## src/rtl/pwm_chan_pkg.sv

```systemverilog
package pwm_chan_pkg;
  typedef enum logic [1:0] {
    SEL_DUTY   = 2'd0,
    SEL_PERIOD = 2'd1,
    SEL_CTRL   = 2'd2,
    SEL_NONE   = 2'd3
  } wr_sel_e;

  // packed: edge_lvl = bit2, act_low = bit1, run = bit0
  typedef struct packed {
    logic edge_lvl;
    logic act_low;
    logic run;
  } ctrl_t;
endpackage

```

## src/rtl/pwm_shadow.sv

```systemverilog
module pwm_shadow #(
  parameter int CNT_W      = 8,
  parameter int MIN_PERIOD = 1,
  parameter int MAX_PERIOD = 250
) (
  input  logic             clk_i,
  input  logic             rst_ni,
  input  logic             duty_we_i,
  input  logic             period_we_i,
  input  logic [CNT_W-1:0] data_i,
  input  logic             load_i,
  output logic [CNT_W-1:0] duty_buf_o,
  output logic [CNT_W-1:0] duty_act_o,
  output logic [CNT_W-1:0] period_act_o,
  output logic             err_o
);
  localparam logic [CNT_W-1:0] MIN_V = CNT_W'(MIN_PERIOD);
  localparam logic [CNT_W-1:0] MAX_V = CNT_W'(MAX_PERIOD);

  logic [CNT_W-1:0] period_buf_q;
  logic             period_ok;

  assign period_ok = (data_i > MIN_V) && (data_i <= MAX_V);

  always_ff @(posedge clk_i or negedge rst_ni) begin
    if (!rst_ni) begin
      duty_buf_o   <= '0;
      period_buf_q <= MAX_V;
      err_o        <= 1'b0;
    end else begin
      err_o <= period_we_i && !period_ok;
      if (duty_we_i) duty_buf_o <= data_i;
      if (period_we_i && period_ok) period_buf_q <= data_i;
    end
  end

  // working copies change only on a period start
  always_ff @(posedge clk_i or negedge rst_ni) begin
    if (!rst_ni) begin
      duty_act_o   <= '0;
      period_act_o <= MAX_V;
    end else if (load_i) begin
      duty_act_o   <= duty_buf_o;
      period_act_o <= period_buf_q;
    end
  end

  a_r2_hold_working: assert property (@(posedge clk_i) disable iff (!rst_ni)
    !load_i |=> ($stable(duty_act_o) && $stable(period_act_o)));

  a_r6_reject_period: assert property (@(posedge clk_i) disable iff (!rst_ni)
    (period_we_i && !((data_i > MIN_V) && (data_i <= MAX_V)))
      |=> (err_o && $stable(period_buf_q)));
endmodule

```

## src/rtl/pwm_timebase.sv

```systemverilog
module pwm_timebase #(
  parameter int CNT_W = 8
) (
  input  logic             clk_i,
  input  logic             rst_ni,
  input  logic             clr_i,
  input  logic             adv_i,
  input  logic [CNT_W-1:0] period_i,
  output logic [CNT_W-1:0] cnt_nxt_o,
  output logic             wrap_o,
  output logic             bnd_o
);
  logic [CNT_W-1:0] cnt_q;

  // count 0 means idle: the first tick after entry starts a period
  assign wrap_o    = adv_i && ((cnt_q == '0) || (cnt_q >= period_i));
  assign cnt_nxt_o = wrap_o ? CNT_W'(1) : cnt_q + CNT_W'(1);

  always_ff @(posedge clk_i or negedge rst_ni) begin
    if (!rst_ni) begin
      cnt_q <= '0;
      bnd_o <= 1'b0;
    end else begin
      bnd_o <= wrap_o && !clr_i;
      if (clr_i)      cnt_q <= '0;
      else if (adv_i) cnt_q <= cnt_nxt_o;
    end
  end

  a_r1_cnt_bounded: assert property (@(posedge clk_i) disable iff (!rst_ni)
    cnt_q <= period_i);

  a_r1_single_strobe: assert property (@(posedge clk_i) disable iff (!rst_ni)
    bnd_o |=> !bnd_o);

  a_r9_idle_on_clear: assert property (@(posedge clk_i) disable iff (!rst_ni)
    clr_i |=> (cnt_q == '0));
endmodule

```

## src/rtl/pwm_outstage.sv

```systemverilog
module pwm_outstage #(
  parameter int CNT_W = 8
) (
  input  logic             clk_i,
  input  logic             rst_ni,
  input  logic             force_i,
  input  logic             force_lvl_i,
  input  logic             adv_i,
  input  logic [CNT_W-1:0] cnt_nxt_i,
  input  logic [CNT_W-1:0] duty_i,
  input  logic             act_low_i,
  output logic             pin_o
);
  logic active;

  // active for counts 1..duty; duty 0 never, duty >= period always
  assign active = (cnt_nxt_i <= duty_i);

  always_ff @(posedge clk_i or negedge rst_ni) begin
    if (!rst_ni)      pin_o <= 1'b0;
    else if (force_i) pin_o <= force_lvl_i;
    else if (adv_i)   pin_o <= active ^ act_low_i;
  end

  a_r7_polarity: assert property (@(posedge clk_i) disable iff (!rst_ni)
    (!force_i && adv_i && (cnt_nxt_i == CNT_W'(1)) && (duty_i == '0))
      |=> (pin_o == $past(act_low_i)));
endmodule

```

## src/rtl/pwm_edge_chan.sv

```systemverilog
module pwm_edge_chan #(
  parameter int CNT_W      = 8,
  parameter int MIN_PERIOD = 1,
  parameter int MAX_PERIOD = 250
) (
  input  logic             clk_i,
  input  logic             rst_ni,
  input  logic             tick_i,
  input  logic             wr_en_i,
  input  logic [1:0]       wr_sel_i,
  input  logic [CNT_W-1:0] wr_data_i,
  output logic             pwm_o,
  output logic             bnd_o,
  output logic             err_o
);
  import pwm_chan_pkg::*;

  ctrl_t            ctrl_q, ctrl_new;
  logic             ctrl_we, duty_we, period_we;
  logic             entry, clr, adv, wrap;
  logic [CNT_W-1:0] cnt_nxt, duty_buf, duty_act, period_act, duty_use;

  assign ctrl_new  = ctrl_t'(wr_data_i[2:0]);
  assign ctrl_we   = wr_en_i && (wr_sel_e'(wr_sel_i) == SEL_CTRL);
  assign duty_we   = wr_en_i && (wr_sel_e'(wr_sel_i) == SEL_DUTY);
  assign period_we = wr_en_i && (wr_sel_e'(wr_sel_i) == SEL_PERIOD);
  assign entry     = ctrl_we && ctrl_new.run && !ctrl_q.run;
  // control write wins over a same-cycle tick
  assign clr       = ctrl_we ? (entry || !ctrl_new.run) : !ctrl_q.run;
  assign adv       = tick_i && ctrl_q.run && !ctrl_we;
  assign duty_use  = wrap ? duty_buf : duty_act;

  always_ff @(posedge clk_i or negedge rst_ni) begin
    if (!rst_ni)      ctrl_q <= '0;
    else if (ctrl_we) ctrl_q <= ctrl_new;
  end

  pwm_shadow #(
    .CNT_W(CNT_W), .MIN_PERIOD(MIN_PERIOD), .MAX_PERIOD(MAX_PERIOD)
  ) u_shadow (
    .clk_i       (clk_i),
    .rst_ni      (rst_ni),
    .duty_we_i   (duty_we),
    .period_we_i (period_we),
    .data_i      (wr_data_i),
    .load_i      (wrap),
    .duty_buf_o  (duty_buf),
    .duty_act_o  (duty_act),
    .period_act_o(period_act),
    .err_o       (err_o)
  );

  pwm_timebase #(.CNT_W(CNT_W)) u_timebase (
    .clk_i    (clk_i),
    .rst_ni   (rst_ni),
    .clr_i    (clr),
    .adv_i    (adv),
    .period_i (period_act),
    .cnt_nxt_o(cnt_nxt),
    .wrap_o   (wrap),
    .bnd_o    (bnd_o)
  );

  pwm_outstage #(.CNT_W(CNT_W)) u_out (
    .clk_i      (clk_i),
    .rst_ni     (rst_ni),
    .force_i    (clr),
    .force_lvl_i(ctrl_we ? ctrl_new.edge_lvl : ctrl_q.edge_lvl),
    .adv_i      (adv),
    .cnt_nxt_i  (cnt_nxt),
    .duty_i     (duty_use),
    .act_low_i  (ctrl_q.act_low),
    .pin_o      (pwm_o)
  );

  a_r8_static_level: assert property (@(posedge clk_i) disable iff (!rst_ni)
    !ctrl_q.run |-> (pwm_o == ctrl_q.edge_lvl));

  a_r8_entry_level: assert property (@(posedge clk_i) disable iff (!rst_ni)
    entry |=> (pwm_o == $past(wr_data_i[2])));

  a_r4_zero_duty: assert property (@(posedge clk_i) disable iff (!rst_ni)
    (bnd_o && (duty_act == '0)) |-> (pwm_o == ctrl_q.act_low));

  a_r5_full_duty: assert property (@(posedge clk_i) disable iff (!rst_ni)
    (bnd_o && (duty_act >= period_act)) |-> (pwm_o == !ctrl_q.act_low));

  a_r9_tick_dropped: assert property (@(posedge clk_i) disable iff (!rst_ni)
    (ctrl_we && ctrl_q.run && ctrl_new.run) |=> ($stable(pwm_o) && !bnd_o));
endmodule

```

## config.mk

```make
export PLATFORM = sky130hd
export DESIGN_NAME = pwm_edge_chan
export DESIGN_NICKNAME = d
export VERILOG_FILES = /design/src/rtl/pwm_chan_pkg.sv /design/src/rtl/pwm_shadow.sv /design/src/rtl/pwm_timebase.sv /design/src/rtl/pwm_outstage.sv /design/src/rtl/pwm_edge_chan.sv
export SDC_FILE = /design/constraint.sdc
export NUM_CORES = 1
export LEC_CHECK = 0
export BUFFER_PORTS_ARGS = -buffer_cell sky130_fd_sc_hd__buf_4
export CORE_UTILIZATION = 33
export DETAILED_ROUTE_END_ITERATION = 8
export PLACE_DENSITY = 0.45
export SYNTH_ARGS = -nofsm -noshare
export SYNTH_HDL_FRONTEND = slang
export SYNTH_SLANG_ARGS = --single-unit
```

## constraint.sdc

```tcl
create_clock -name clk_i -period 4.2 [get_ports clk_i]
set_input_delay 0.63 -clock clk_i [delete_from_list [all_inputs] [get_ports clk_i]]
set_output_delay 0.63 -clock clk_i [all_outputs]
set_load 0.02 [all_outputs]
```

==> results of run 1 <==
==> stage by stage <==
step	util	area [um2]	instances	total power, mW	hold WS [ns]
2_1_floorplan	-	2510	207	0.966	0.334
4_1_cts	0.396	2890	328	1.50	0.358
3_3_place_gp	0.376	2740	320	1.08	0.484
6_report	0.396	2890	328	1.47	0.338
5_1_grt	0.396	2890	328	1.57	0.387
3_5_place_dp	0.376	2740	320	1.08	0.495
==> where the power goes <==
group / total, mW / switching, mW / internal [mW] / leakage [nW]
Sequential: 0.664 / 0.0746 / 0.589 / 0.551
Clock: 0.407 / 0.153 / 0.254 / 0.0714
Combinational: 0.400 / 0.173 / 0.228 / 0.677
Total: 1.47 / 0.401 / 1.07 / 1.30
==> critical path, delay by kind of cell, from the launching register on <==
family / cells / cell delay (ns)
AO/OA/AOI/OAI: 6 / 1.24
adder cells (fa/ha/maj): 2 / 0.64
AND/OR/NAND/NOR: 3 / 0.60
flip-flops: 1 / 0.54
buffers and inverters: 2 / 0.29
multiplexers: 1 / 0.17
==> final timing paths <==
| path | start | endpoint | cells past startpoint |
|---|---|---|---|
| worst max-delay path | u_shadow.period_act_o[5] | u_out.pin_o | 14 |
| worst min-delay path | rst_ni | u_timebase.cnt_q[1] | 1 |
| worst max register to register | u_shadow.period_act_o[5] | u_out.pin_o | 14 |
| worst min register to register | u_shadow.duty_act_o[0] | u_shadow.duty_act_o[0] | 1 |
| max in group asynchronous | rst_ni | u_shadow.duty_act_o[7] | 1 |
| min in group clk_i | u_shadow.duty_act_o[0] | u_shadow.duty_act_o[0] | 1 |
==> flip-flops by register name (all words and copies together) (netlist names) <==
signal / count
ctrl_q: 3
u_out.pin_o: 1
u_shadow.period_act_o: 8
u_shadow.period_buf_q: 8
u_timebase.bnd_o: 1
u_shadow.duty_act_o: 8
u_shadow.err_o: 1
u_timebase.cnt_q: 8
u_shadow.duty_buf_o: 8
==> cell usage in the layout (no fill, tap or decap), types with 3 or more instances in the layout <==
cell	n
a21oi_1	8
mux2_4	15
xnor2_1	3
o211ai_1	3
dfrtp_1	34
nand2_1	10
buf_4	18
clkbuf_8	6
nor2_1	12
ha_1	18
mux2i_1	9
nand3_1	6
nand4_1	4
inv_1	11
o21ai_0	9
dfstp_2	12
and3_1	3
mux2_2	19
==> cell families (layout without fill, tap and decap cells) <==
| kind of cell | count (synthesis) | count (layout) | synth area share |
|---|---|---|---|
| adder cells (fa/ha/maj) | 18 | 18 | 0.0897 |
| XOR/XNOR | 5 | 5 | 0.0174 |
| buffers and inverters | 15 | 37 | 0.0289 |
| AND/OR/NAND/NOR | 50 | 50 | 0.110 |
| multiplexers | 43 | 43 | 0.211 |
| flip-flops | 46 | 46 | 0.464 |
| AO/OA/AOI/OAI | 30 | 30 | 0.0792 |
==> per-layer routing <==
layer	global-route usage	vias up	routed length, um
li1	-	795	-
met1	0.215	754	2740
met2	0.203	19	2210
met3	0.0286	5	126
met4	0.0476	0	73
met5	0	-	0
==> synthesized netlist by cell type (2+ instances only) <==
cell	count
o211ai_1	3
dfrtp_1	34
nand2_1	10
or4_1	2
o21ai_0	9
dfstp_2	12
inv_1	11
mux2_2	19
xor2_1	2
mux2i_1	9
and3_1	3
a21oi_1	8
mux2_4	15
nand3_1	6
nor2b_1	2
o21a_1	2
nor2_1	12
nand4_1	4
buf_6	2
xnor2_1	3
ha_1	18
==> area by class of cell <==
class / count / area, um2 / share of cell area
Sequential cell: 46 / 1170 / 0.404
Clock buffer: 6 / 82.6 / 0.0286
Clock inverter: 2 / 60.1 / 0.0208
Inverter: 11 / 41.3 / 0.0143
Timing Repair Buffer: 18 / 135 / 0.0468
Multi-Input combinational cell: 146 / 1280 / 0.443
Tap cell: 99 / 124 / 0.0429
==> key figures, run 1 <==
CTS
  – H-tree Lvls: 2
  – Hold-fix buffers, CTS: 0
  – Post-CTS Setup Repair Bufs: 0
  – Sink Count: 46
  – Post_cts resized: 0
  – Clock buffer depth: 2
  – Clock Latency Late Sink: 0.30 ns
  – Clk slew on worst S/H paths: 0.09 ns
  – CTS buffer count: 5
  – Root Buffer: clkbuf_8
  – CTS tree: yes

Yosys
  – Top cell type's share of synthesized area: 0.339
  – Syn Area/Cell: 12.1 um2
  – Async SR Flop Fraction: 1.00
  – Yosys top cell by area: dfrtp_1
  – Cells after synthesis: 207
  – EDFF count, synth: 0
  – Netlist Area Pre-Place: 0.00251 mm2
  – Syn nets: 239
  – #FFs+latches synth: 46
  – Post-synth cell types: 42
  – Register area share after synthesis: 0.464
  – Synth top area cells: dfrtp_1, dfstp_2, ha_1
  – YS warnings: 0
  – Main flop type after synthesis: dfrtp_1

Routing
  – Via Count: 1573
  – Drt total wl: 5.15 mm
  – Vias/cell: 4.80
  – Wire per inst: 15.7 um
  – Pre-antenna DRT Iters: 4
  – DRT antenna net count: 0
  – DRC viols: 0
  – DR iter-0 viols: 81

STA
  – Worst slew margin: 0.558
  – Fin crit period: 3.54 ns
  – Slew at the pin with the worst max-slew slack: 0.663 ns
  – Worst clock skew: 0.00521 ns
  – Unrepaired setup endpoints after global routing: false
  – Fmax: 0.282 GHz
  – Fin. Hold Viols: 0
  – Final setup violation count: 0
  – Total negative setup slack: 0 ns
  – Crit share post-route: 0.844
  – Fin. max-slew vios: 0
  – Final WS setup: 0.657 ns

Final layout
  – Nets: 260
  – Area growth, synth to finish: 14.9%
  – Share of cells above drive strength 1: 0.332
  – Fill cell count: 749
  – Diodes inserted: 0

Status
  – Run status: complete, no violations

Floorplan
  – Initial core utilization: 0.344
  – Die width: 89.2 um
  – Die Height: 89.2 um
  – Die area: 0.00796 mm2
  – Io pins: 17
  – Core area: 0.00729 mm2
  – FP Rows: 31

Flow run
  – Maxcap violations: 0

Critical path
  – Worst-path maximum fanout: 23
  – R2R setup slack: 0.66 ns
  – CP Data Required Time: 4.44 ns
  – Cell Chain, Critical Path: inv_1, ha_1, a211o_1, a221o_1, a21oi_4, nor2_4, buf_4, mux2i_1, ha_1, a21oi_1, o21ai_0, o21a_1, or4_1, nand3_1
  – Crit path top cell by count: ha_1
  – Max stage delay cell, worst path: dfstp_2
  – Crit Path Class: flip-flop to flip-flop
  – CP arrival: 3.78 ns
  – Crit-path max cell delay: 0.54 ns
  – Startpoint types: flip-flop
  – Critical Path Sink Type: flip-flop

Min path
  – Min-Delay Path Class: input pin to async pin

Power and ir drop
  – Leak Pwr: 1.30 nW
  – Worst vdd ir: 0.000203 V
  – P per Cell Area: 510 mW/mm2

Placed design
  – Gp weighted congestion: 0.707
  – Port buffer count: 16
  – Detail Placement HPWL: 3.82 mm
  – Setup WS pre-CTS: 0.658 ns

GRT
  – First-pass GRT wire length: 8.32 mm
  – Vias in the first global route: 1534
  – Antenna violations before repair: 0
  – Tot GR Track Use: 0.143
  – Grt total ovfl: 0
  – Largest net degree at the start of global routing: 47
No activity file was read; power rests on OpenSTA's default activity.
==> inputs of run 2 (changes only) <==
ABC_AREA = 1   (was unset)
clock period = 3.4 ns   (was 4.2 ns; I/O delays follow)
==> run 2 against run 1 <==
Against the previous run:
- final area up 1.5%
- sequential cell count unchanged
- non-clock buffer count down 1
- critical path type unchanged
- worst hold slack worse by 0.13 ns
- largest cell class unchanged
- critical endpoint unchanged
- clock power up 1%
- largest power group unchanged
==> key figures, run 2 <==
Final layout
  – Area growth, synth to finish: 11.7%
  – Commonest cells after routing, fill and taps aside: nand2_1, inv_1, o21ai_0
  – Share of cells above drive strength 1: 0.151 (-0.181)
  – Nets: 388 (+49%)
  – Diodes inserted: 0 (unchanged)
  – Most common cell after layout, fill and taps aside: nand2_1

STA
  – Fin. Hold Viols: 0 (unchanged)
  – Final setup violation count: 0 (unchanged)
  – Total negative setup slack: 0 ns (unchanged)
  – Unrepaired setup endpoints after global routing: false
  – Fin crit period: 2.95 ns (-0.592 ns)
  – Slew at the pin with the worst max-slew slack: 0.606 ns (-0.0570 ns)
  – WHS: 0.211 ns (-0.128 ns)
  – Crit share post-route: 0.868 (+0.0245)
  – Worst slew margin: 0.596 (+0.0380)
  – Worst clock skew: 0.00692 ns (+0.00171 ns)
  – Fmax: 0.339 GHz (+20%)
  – Fin. max-slew vios: 0 (unchanged)

Yosys
  – Synth top area cells: dfrtp_1, nand2_1, dfstp_2
  – Yosys top cell by area: dfrtp_1
  – Syn nets: 371 (+55%)
  – Top cell type's share of synthesized area: 0.325 (-0.0142)
  – #FFs+latches synth: 46 (unchanged)
  – Cells after synthesis: 339 (+64%)
  – EDFF count, synth: 0 (unchanged)
  – Register area share after synthesis: 0.445 (-0.0195)
  – Most numerous cell in the Yosys netlist: nand2_1
  – Async SR Flop Fraction: 1.00 (unchanged)
  – Post-synth cell types: 26 (-38%)
  – Netlist Area Pre-Place: 0.00262 mm2 (+4.4%)
  – Syn Area/Cell: 7.73 um2 (-36%)
  – YS warnings: 0 (unchanged)
  – Top cells by count, synth: nand2_1, inv_1, o21ai_0
  – Main flop type after synthesis: dfrtp_1

Power and ir drop
  – Worst vdd ir: 0.000201 V (-0.92%)
  – Sw Ratio: 0.339 (+0.0670)
  – Sequential power share: 0.468 (+0.017)
  – Leak Pwr: 1.58 nW (+21%)
  – Power share of the combinational group: 0.285 (+0.013)
  – Clock share of power: 0.247 (-0.030)
  – Switch Pwr: 565 uW (+41%)
  – Pint: 1.10 mW (+2.7%)
  – P per Cell Area: 568 mW/mm2 (+11%)

Floorplan
  – FP Rows: 32 (+3.2%)
  – Io pins: 17 (unchanged)
  – Core area: 0.00769 mm2 (+5.4%)
  – Die width: 91.1 um (+2.1%)
  – Die Height: 91.1 um (+2.1%)
  – Initial core utilization: 0.341 (-0.00339)
  – Die area: 0.00830 mm2 (+4.3%)

Routing
  – Vias/cell: 4.50 (-6.2%)
  – Metal-1 WL: 2.94 mm (+7.1%)
  – DR iter-0 viols: 76 (-6.2%)
  – Uppermost layer routed: met4
  – Metal3 WL: 159 um (+26%)
  – Wire per inst: 12.4 um (-21%)
  – Pre-antenna DRT Iters: 5 (+1)
  – Drt total wl: 5.68 mm (+10%)
  – Via Count: 2064 (+31%)
  – WL met2: 2.51 mm (+14%)
  – DRT antenna net count: 0 (unchanged)
  – DRC viols: 0 (unchanged)

Critical path
  – Critical R2R Capture: u_out.pin_o
  – Startpoint types: flip-flop
  – Critical Path Sink Type: flip-flop
  – Reg2Reg Launch Point: u_shadow.period_act_o[3]
  – CP arrival: 3.14 ns (-0.64 ns)
  – Worst-path maximum fanout: 32 (+39%)
  – CP Data Required Time: 3.59 ns (-0.85 ns)
  – Crit Path Class: flip-flop to flip-flop
  – Worst R2R Path Depth: 18 (+4)
  – R2R setup slack: 0.45 ns (-0.21 ns)

Placed design
  – Detail Placement HPWL: 4.26 mm (+12%)
  – Port buffer count: 16 (unchanged)
  – Gp weighted congestion: 0.765 (+8.2%)

CTS
  – Sink Count: 46 (unchanged)
  – H-tree Lvls: 2 (unchanged)
  – Clk slew on worst S/H paths: 0.09 ns (about the same)
  – CTS buffer count: 5 (unchanged)
  – Post_cts resized: 0 (unchanged)
  – Clock buffer depth: 2 (unchanged)
  – Clock Latency Late Sink: 0.30 ns (about the same)
  – Hold-fix buffers, CTS: 0 (unchanged)
  – Root Buffer: clkbuf_8
  – Post-CTS Setup Repair Bufs: 0 (unchanged)
  – CTS tree: yes

GRT
  – Largest net degree at the start of global routing: 47 (unchanged)
  – Grt total ovfl: 0 (unchanged)
  – Tot GR Track Use: 0.154 (+0.0108)
  – Vias in the first global route: 2024 (+32%)
  – First-pass GRT wire length: 9.98 mm (+20%)
  – Antenna violations before repair: 0 (unchanged)

Flow run
  – Maxcap violations: 0 (unchanged)

Status
  – Run status: complete, no violations

Min path
  – Min-Delay Path Class: input pin to async pin
## run 2: cell type report
cell class	count	area (um2)
timing repair buffer	17	128
inverter	56	213
multi-input combinational	230	1180
clock buffer	6	72.6
clock inverter	2	37.5
tap	102	128
sequential	46	1170
fill	855	4760
## run 2: power groups by stage
stage / clock network, mW / registers [mW] / logic, mW
4_1_cts: 0.430 / 0.780 / 0.489
6_report: 0.411 / 0.779 / 0.474
2_1_floorplan: 0 / 0.768 / 0.372
3_3_place_gp: 0 / 0.786 / 0.482
5_1_grt: 0.448 / 0.795 / 0.569
3_5_place_dp: 0 / 0.790 / 0.485
## run 2: worst max-delay path by stage
stage | from | endpoint | slack, ns | cells past startpoint
3_5_place_dp | u_shadow.period_act_o[1] | u_out.pin_o | 0.43 | 19
2_1_floorplan | u_shadow.period_act_o[5] | u_out.pin_o | 0.84 | 18
5_1_grt | u_shadow.period_act_o[3] | u_out.pin_o | 0.09 | 19
3_3_place_gp | u_shadow.period_act_o[1] | u_out.pin_o | 0.46 | 23
4_1_cts | u_shadow.period_act_o[3] | u_out.pin_o | 0.41 | 19
6_report | u_shadow.period_act_o[3] | u_out.pin_o | 0.45 | 18
## run 2: per-layer routing
metal,vias to the layer above,GRT usage
met4,0,0.0463
met5,-,0
met1,934,0.212
met2,31,0.247
li1,1094,-
met3,5,0.0268
## run 2: cells by family after synthesis
logic type / Yosys count / synth area share
AO/OA/AOI/OAI: 46 / 0.0921
buffers and inverters: 63 / 0.103
adder cells (fa/ha/maj): 18 / 0.0859
AND/OR/NAND/NOR: 166 / 0.274
flip-flops: 46 / 0.445
## run 2: per-stage QoR
stage / utilization / power [mW] / setup slack (ns) / cell area, um2 / instances
global placement: 0.367 / 1.27 / 0.458 / 2820 / 451
finish: 0.381 / 1.66 / 0.449 / 2930 / 459
floorplan: - / 1.14 / 0.841 / 2620 / 339
detailed placement: 0.367 / 1.27 / 0.435 / 2820 / 451
global route: 0.381 / 1.81 / 0.0858 / 2930 / 459
CTS: 0.381 / 1.70 / 0.409 / 2930 / 459
## run 2: critical path: stages, from the launching register on
cell     delay [ns]
dfstp_2        0.55
inv_1          0.06
ha_1           0.30
a21oi_1        0.15
nand2_1        0.08
nand2_1        0.19
nand2_2        0.11
nand2_4        0.26
inv_4          0.19
nor2_2         0.12
ha_1           0.24
a21oi_1        0.15
nor2_1         0.06
nor2_1         0.09
nand2_1        0.07
nand2_1        0.06
nand2_1        0.05
nand3_1        0.06
nand2_1        0.05
